--- config.mk ---
export PLATFORM = sky130hd
export DESIGN_NAME = bt_host_regs
export DESIGN_NICKNAME = d
export VERILOG_FILES = /design/src/rtl/bt_pkg.sv /design/src/rtl/bt_inbound.sv /design/src/rtl/bt_outbound.sv /design/src/rtl/bt_irq_ctrl.sv /design/src/rtl/bt_host_regs.sv
export SDC_FILE = /design/constraint.sdc
export NUM_CORES = 1
export LEC_CHECK = 0
export BUFFER_PORTS_ARGS = -buffer_cell sky130_fd_sc_hd__buf_2
export CAP_MARGIN = 20
export CELL_PAD_IN_SITES_DETAIL_PLACEMENT = 2
export CELL_PAD_IN_SITES_GLOBAL_PLACEMENT = 2
export CORE_MARGIN = 2
export CORE_UTILIZATION = 45
export DETAILED_ROUTE_END_ITERATION = 12
export PLACE_DENSITY_LB_ADDON = 0.1
export SYNTH_ARGS = -nofsm -noshare
export SYNTH_HDL_FRONTEND = slang
export SYNTH_SLANG_ARGS = --single-unit
export TNS_END_PERCENT = 1
--- constraint.sdc ---
create_clock -name clk -period 3.9 [get_ports clk]
set_clock_uncertainty 0.15 [all_clocks]
set_input_delay 0.39 -clock clk [delete_from_list [all_inputs] [get_ports clk]]
set_output_delay 0.39 -clock clk [all_outputs]
set_load 0.05 [all_outputs]
--- src/rtl/bt_pkg.sv ---
package bt_pkg;

  // control register bit positions (host software decodes these)
  localparam int unsigned CTL_CLR_WR = 0;
  localparam int unsigned CTL_CLR_RD = 1;
  localparam int unsigned CTL_H2B    = 2;
  localparam int unsigned CTL_B2H    = 3;
  localparam int unsigned CTL_SMS    = 4;
  localparam int unsigned CTL_HBUSY  = 6;
  localparam int unsigned CTL_BBUSY  = 7;

  // mask register bit positions
  localparam int unsigned MSK_EN   = 0;
  localparam int unsigned MSK_PEND = 1;

  localparam logic [7:0] IDLE_BYTE = 8'hFF;

  typedef enum logic [1:0] {
    SEL_CTRL = 2'd0,
    SEL_DATA = 2'd1,
    SEL_MASK = 2'd2,
    SEL_NONE = 2'd3
  } bt_sel_e;

  typedef struct packed {
    logic bbusy;
    logic hbusy;
    logic sms;
    logic b2h;
  } bt_flags_t;

  function automatic bt_sel_e bt_decode(input int unsigned off);
    case (off)
      0:       return SEL_CTRL;
      1:       return SEL_DATA;
      2:       return SEL_MASK;
      default: return SEL_NONE;
    endcase
  endfunction

  function automatic int unsigned bt_sat_inc(input int unsigned val,
                                             input int unsigned lim);
    return (val >= lim) ? lim : val + 1;
  endfunction

  function automatic logic [7:0] bt_ctrl_image(input bt_flags_t f);
    logic [7:0] img;
    img             = 8'h00;
    img[CTL_B2H]    = f.b2h;
    img[CTL_SMS]    = f.sms;
    img[CTL_HBUSY]  = f.hbusy;
    img[CTL_BBUSY]  = f.bbusy;
    return img;
  endfunction

endpackage

--- src/rtl/bt_inbound.sv ---
module bt_inbound #(
  parameter int unsigned DEPTH = 64,
  parameter int unsigned IDX_W = $clog2(DEPTH),
  parameter int unsigned CNT_W = $clog2(DEPTH + 2)
) (
  input  logic             clk,
  input  logic             rst_n,
  input  logic             wr_en,
  input  logic [7:0]       wr_byte,
  input  logic             clr,
  input  logic [IDX_W-1:0] rd_idx,
  output logic [7:0]       rd_byte,
  output logic [CNT_W-1:0] count
);
  import bt_pkg::*;

  logic [7:0] mem [DEPTH];
  logic       store;

  assign store   = wr_en && !clr && (32'(count) < DEPTH);
  assign rd_byte = mem[rd_idx];

  always_ff @(posedge clk) begin
    if (store) mem[count[IDX_W-1:0]] <= wr_byte;
  end

  always_ff @(posedge clk or negedge rst_n) begin
    if (!rst_n)     count <= '0;
    else if (clr)   count <= '0;
    else if (wr_en) count <= CNT_W'(bt_sat_inc(32'(count), DEPTH + 1));
  end
endmodule

--- src/rtl/bt_outbound.sv ---
module bt_outbound #(
  parameter int unsigned DEPTH = 64,
  parameter int unsigned IDX_W = $clog2(DEPTH),
  parameter int unsigned CNT_W = $clog2(DEPTH + 2)
) (
  input  logic             clk,
  input  logic             rst_n,
  input  logic             push,
  input  logic [7:0]       push_byte,
  input  logic             rd_req,
  input  logic             clr_pos,
  output logic [7:0]       rd_byte,
  output logic [CNT_W-1:0] pos,
  output logic [CNT_W-1:0] len
);
  import bt_pkg::*;

  logic [7:0] mem [DEPTH];
  logic       avail;
  logic       rd_hit;
  logic       rd_last;
  logic       do_push;

  assign avail   = (pos < len);
  assign rd_hit  = rd_req && avail;
  assign rd_last = rd_hit && (32'(pos) + 1 == 32'(len));
  assign do_push = push && !rd_last && (32'(len) < DEPTH);
  assign rd_byte = avail ? mem[pos[IDX_W-1:0]] : IDLE_BYTE;

  always_ff @(posedge clk) begin
    if (do_push) mem[len[IDX_W-1:0]] <= push_byte;
  end

  always_ff @(posedge clk or negedge rst_n) begin
    if (!rst_n) begin
      pos <= '0;
      len <= '0;
    end else if (rd_last) begin
      pos <= '0;
      len <= '0;
    end else begin
      if (clr_pos)     pos <= '0;
      else if (rd_hit) pos <= pos + 1'b1;
      if (do_push)     len <= len + 1'b1;
    end
  end
endmodule

--- src/rtl/bt_irq_ctrl.sv ---
module bt_irq_ctrl (
  input  logic       clk,
  input  logic       rst_n,
  input  logic       mask_wr,
  input  logic [1:0] mask_wdata,
  input  logic       b2h_now,
  input  logic       sms_now,
  input  logic       rsp_done,
  input  logic       sms_set_evt,
  input  logic       sms_clr_evt,
  output logic       en,
  output logic       pend
);
  import bt_pkg::*;

  logic en_n;
  logic pend_n;

  always_comb begin
    en_n   = en;
    pend_n = pend;
    if (mask_wr) begin
      if (mask_wdata[MSK_EN] != en) begin
        if (mask_wdata[MSK_EN]) begin
          if (b2h_now || sms_now) pend_n = 1'b1;
          en_n = 1'b1;
        end else begin
          pend_n = 1'b0;
          en_n   = 1'b0;
        end
      end
      if (mask_wdata[MSK_PEND] && pend_n) pend_n = 1'b0;
    end
    if (rsp_done && en_n) pend_n = 1'b1;
    if (sms_set_evt && !b2h_now && en_n) pend_n = 1'b1;
    if (sms_clr_evt && !b2h_now && !rsp_done) pend_n = 1'b0;
  end

  always_ff @(posedge clk or negedge rst_n) begin
    if (!rst_n) begin
      en   <= 1'b0;
      pend <= 1'b0;
    end else begin
      en   <= en_n;
      pend <= pend_n;
    end
  end
endmodule

--- src/rtl/bt_host_regs.sv ---
module bt_host_regs #(
  parameter int unsigned ADDR_W = 8,
  parameter int unsigned WIN    = 4,
  parameter int unsigned DEPTH  = 64,
  localparam int unsigned IDX_W = $clog2(DEPTH),
  localparam int unsigned CNT_W = $clog2(DEPTH + 2)
) (
  input  logic              clk,
  input  logic              rst_n,
  input  logic [ADDR_W-1:0] host_addr,
  input  logic              host_wr,
  input  logic              host_rd,
  input  logic [7:0]        host_wdata,
  output logic [7:0]        host_rdata,
  input  logic              glob_irq_en,
  output logic              host_irq,
  output logic              req_event,
  input  logic              be_push,
  input  logic [7:0]        be_push_byte,
  input  logic              be_rsp_done,
  input  logic              be_sms_set,
  input  logic              be_sms_clr,
  input  logic [IDX_W-1:0]  be_in_idx,
  output logic [7:0]        be_in_byte,
  output logic [CNT_W-1:0]  be_in_count
);
  import bt_pkg::*;

  // decode
  logic [ADDR_W-1:0] off_masked;
  bt_sel_e           sel;
  logic              ctrl_wr, data_wr, mask_wr, data_rd;

  assign off_masked = host_addr & ADDR_W'(WIN - 1);
  assign sel        = bt_decode(32'(off_masked));
  assign ctrl_wr    = host_wr && (sel == SEL_CTRL);
  assign data_wr    = host_wr && (sel == SEL_DATA);
  assign mask_wr    = host_wr && (sel == SEL_MASK);
  assign data_rd    = host_rd && (sel == SEL_DATA);

  // named internal events
  bt_flags_t flags_q, flags_n;
  logic      h2b_req;
  logic      sms_set_evt, sms_clr_evt;
  logic      req_q;

  assign h2b_req     = ctrl_wr && host_wdata[CTL_H2B];
  assign sms_set_evt = be_sms_set && !flags_q.sms;
  assign sms_clr_evt = be_sms_clr && !be_sms_set && flags_q.sms;

  always_comb begin
    flags_n = flags_q;
    if (ctrl_wr && host_wdata[CTL_B2H])   flags_n.b2h   = 1'b0;
    if (ctrl_wr && host_wdata[CTL_SMS])   flags_n.sms   = 1'b0;
    if (ctrl_wr && host_wdata[CTL_HBUSY]) flags_n.hbusy = !flags_q.hbusy;
    if (be_rsp_done)                      flags_n.b2h   = 1'b1;
    if (be_rsp_done)                      flags_n.bbusy = 1'b0;
    if (h2b_req)                          flags_n.bbusy = 1'b1;
    if (sms_set_evt)                      flags_n.sms   = 1'b1;
    else if (sms_clr_evt)                 flags_n.sms   = 1'b0;
  end

  always_ff @(posedge clk or negedge rst_n) begin
    if (!rst_n) begin
      flags_q <= '0;
      req_q   <= 1'b0;
    end else begin
      flags_q <= flags_n;
      req_q   <= h2b_req;
    end
  end

  assign req_event = req_q;

  // inbound buffer
  bt_inbound #(.DEPTH(DEPTH), .IDX_W(IDX_W), .CNT_W(CNT_W)) u_in (
    .clk     (clk),
    .rst_n   (rst_n),
    .wr_en   (data_wr),
    .wr_byte (host_wdata),
    .clr     (ctrl_wr && host_wdata[CTL_CLR_WR]),
    .rd_idx  (be_in_idx),
    .rd_byte (be_in_byte),
    .count   (be_in_count)
  );

  // outbound buffer
  logic [7:0]       out_byte;
  logic [CNT_W-1:0] out_pos, out_len;

  bt_outbound #(.DEPTH(DEPTH), .IDX_W(IDX_W), .CNT_W(CNT_W)) u_out (
    .clk       (clk),
    .rst_n     (rst_n),
    .push      (be_push),
    .push_byte (be_push_byte),
    .rd_req    (data_rd),
    .clr_pos   (ctrl_wr && host_wdata[CTL_CLR_RD]),
    .rd_byte   (out_byte),
    .pos       (out_pos),
    .len       (out_len)
  );

  // interrupt
  logic irq_en, irq_pend;

  bt_irq_ctrl u_irq (
    .clk         (clk),
    .rst_n       (rst_n),
    .mask_wr     (mask_wr),
    .mask_wdata  (host_wdata[1:0]),
    .b2h_now     (flags_q.b2h),
    .sms_now     (flags_q.sms),
    .rsp_done    (be_rsp_done),
    .sms_set_evt (sms_set_evt),
    .sms_clr_evt (sms_clr_evt),
    .en          (irq_en),
    .pend        (irq_pend)
  );

  assign host_irq = irq_pend && glob_irq_en;

  // read mux
  always_comb begin
    case (sel)
      SEL_CTRL: host_rdata = bt_ctrl_image(flags_q);
      SEL_DATA: host_rdata = out_byte;
      SEL_MASK: host_rdata = {6'b0, irq_pend, irq_en};
      default:  host_rdata = IDLE_BYTE;
    endcase
  end

  logic unused_wbits;
  assign unused_wbits = ^{host_wdata[5], host_wdata[7:2]};
endmodule

==> results.ini <==
[clocking]
cts-root-buf=clkbuf_16
cts.path.max_buffers=3
clkSinkCount=1052
h-tree-depth=3
cts_tree=built
numCtsBuffers=110
clkTransAtPathRegs_ns=0.06
insertion_delay_ns=0.69

[sta]
period_share_pct=99.1
hold_violations=0
tightest_slew_ns=1.09
period_needed_ns=3.87
slew_headroom_pct=27.3
finalSetupViolations=0
fmaxAchievable_ghz=0.259
final_max_slew_viol_count=0
rsz0062_at_grt=true

[critical_path]
endpoint_kind=output pin
path_class=register to output pin
start_kind=register
worstSetupStartpoint=u_out.pos[0]
cp_data_required_time_ns=3.36
critPathArrivalTime_ns=3.33
cp_max_fo=5
regToRegStartpoint=u_out.pos[0]

[synth]
yosys-top-cells-area=edfxtp_1, mux4_2, dfrtp_1, nor2_1, mux2i_1
netlist.area_leader.share_pct=73.9
synth_seq_cells=1052
synthArstFlopShare_pct=2.66
syn_avg_cell_area_sq_um=20.6
yosysSeqAreaShare_pct=75.6
yosys.area.top_type=edfxtp_1
synth.most_common_cell=edfxtp_1
synth_ff_type=edfxtp_1
synth_area_sq_um=41600
syn_inst=2015
synth.distinct_cells=54
syn_nets=2065
synth_edf_count=1024
netlist_top_cells_count=edfxtp_1, mux4_2, nor2_1, nand2_1
yosysWarningCount=0

[placement]
place.port_buffers=57
place_inst=3308
place_area_sq_um=44200
gp_congestion=0.839
hpwl_um=73600

[pwr]
peakVddDrop_v=0.000451
p_sw_mw=7.61
leakage_nw=15.6
power.total_mw=28.9
p_int_mw=21.3
p_clk_share_pct=38.4
combPwrFrac_pct=17.2
switching_share_pct=26.4
p_per_area_nw_per_um2=592
seqPwrFrac_pct=44.4

[global_routing]
track_usage_pct=25.1
grt_first_pass_wirelength_um=171000
overflow=0
grt_max_degree=65
antenna_found_initial=2
grt_pass1_vias=23400

[finish]
nets=2310
area_growth_pct=17.2
layout.cells.non_filler=3538
drive_gt1_share_pct=31.3
design_area_sq_um=48800
num_antenna_cells=0

[detailed_routing]
vias=21100
drt-vias-per-instance=5.96
first_pass_iters=5
drt_iter0_markers=1873
routedWlPerCell_um=33.2
ant_nets=0
drc_errors=0
wirelength_um=117000

[die]
fp.dieArea_sq_um=94900
num_rows=111
start_util_pct=45.4
die_w_um=308
core-area_sq_um=91700
ios=64
fp.dieH_um=308

[run]
maxCapViolCount=0

[hold_path]
worstHoldPathType=input port to register
hold_path.startpoint=host_wdata[7]

[status]
status=complete, no violations

## sequential cells by signal, indices dropped and copies added, names as in the netlist
name	count
u_out.pos	7
u_out.len	7
u_in.mem	512
u_out.mem	512
u_in.count	7
u_irq.en	1
flags_q	4
u_irq.pend	1
req_event	1
## cells by family after synthesis
| logic type | share of synthesized area, % |
|---|---|
| mux | 16.3 |
| fa+ha+maj | 0.331 |
| compound gates | 2.46 |
| buf+inv | 1.37 |
| xor+xnor | 0.316 |
| flops | 75.6 |
| simple gates | 3.64 |
## what timing repair did
item	4_1_cts	5_1_grt
endpoints found under the setup margin	8	8
hold buffers	4	1
buffers inserted	5	6
cloned	5	3
hold endpoints to repair	41	14
pin swaps	4	8
gates resized for setup	44	22
## critical path, stage by stage, from the launching register on
cell and delay (ns):
dfrtp_4 0.54, buf_12 0.16, bufbuf_16 0.27, buf_4 0.16
mux4_2 0.38, o22ai_1 0.10, a211oi_2 0.28, nand2_1 0.14
a21oi_1 0.32, buf_4 0.27
## final timing paths
kind                                     to  slack (ns)  depth (start not counted)
max                           host_rdata[3]        0.03                          9
min                         u_in.mem[60][7]        0.05                          1
max reg2reg                u_out.mem[58][1]        0.19                          9
min reg2reg                      flags_q[3]        0.43                          1
max in group asynchronous      u_out.pos[1]        2.84                          2
min in group asynchronous      u_out.len[5]        0.21                          2
## stage by stage
stage,utilization (%),hold slack [ns],worst slack [ns],TNS (ns)
final,53.2,0.0530,0.0340,0
after global routing,53.2,0.0535,-0.0463,-0.106
after CTS,52.9,0.0144,-0.00115,-0.00115
after detailed placement,48.3,0.338,0.342,0
after global placement,48.3,0.334,0.413,0
after floorplan,-,-0.0556,0.219,0
## power by group through the flow
stage                     clock network (mW)  registers, mW  logic, mW
after floorplan                            0           13.0       2.71
after global routing                    11.7           12.8       5.25
after detailed placement                   0           13.1       4.43
after CTS                               11.3           12.8       4.78
final                                   11.1           12.8       4.97
after global placement                     0           13.0       4.31
## cell type report
cell class / count / area, sq um
Fill cell: 7782 / 42900
Tap cell: 1186 / 1480
Multi-Input combinational cell: 843 / 9790
Clock inverter: 78 / 932
Inverter: 15 / 56.3
Clock buffer: 126 / 2860
Timing Repair Buffer: 238 / 2180
Sequential cell: 1052 / 31500
## metal layers
| layer | wire (um) | share of wire (%) | vias up | track usage, % |
|---|---|---|---|---|
| li1 | - | - | 8849 | - |
| met1 | 48500 | 41 | 11500 | 32.8 |
| met2 | 61100 | 52 | 540 | 43.9 |
| met3 | 4890 | 4.2 | 159 | 4.07 |
| met4 | 2980 | 2.5 | 4 | 6.76 |
| met5 | 24 | 0.020 | - | 0 |
## placed cells by master (no fill, tap or decap), types with 5 or more instances in the layout
master	Yosys	final
ha_1	11	11
bufinv_16	0	20
nand3b_1	8	8
o21ai_0	18	18
or3_1	16	16
o2111ai_1	6	6
nor2b_1	17	16
xnor2_1	12	12
mux2i_1	47	41
nor2_1	171	168
o21ai_1	9	9
clkinv_2	0	24
mux4_2	276	276
buf_16	0	7
a22o_1	5	5
clkinv_1	0	25
a22oi_1	33	26
clkbuf_16	0	115
a22oi_2	0	7
o211ai_1	7	7
nand3_1	29	29
a211oi_1	8	5
buf_12	0	17
mux2_2	7	7
a21oi_1	37	31
dlygate4sd3_1	0	5
buf_2	28	50
o22ai_1	9	9
nor3_1	8	5
edfxtp_1	1024	1024
clkbuf_1	47	14
inv_1	15	15
buf_4	13	147
nand2_1	54	52
mux2i_2	0	6
dfrtp_1	28	24
(Power assumes the default switching activity.)
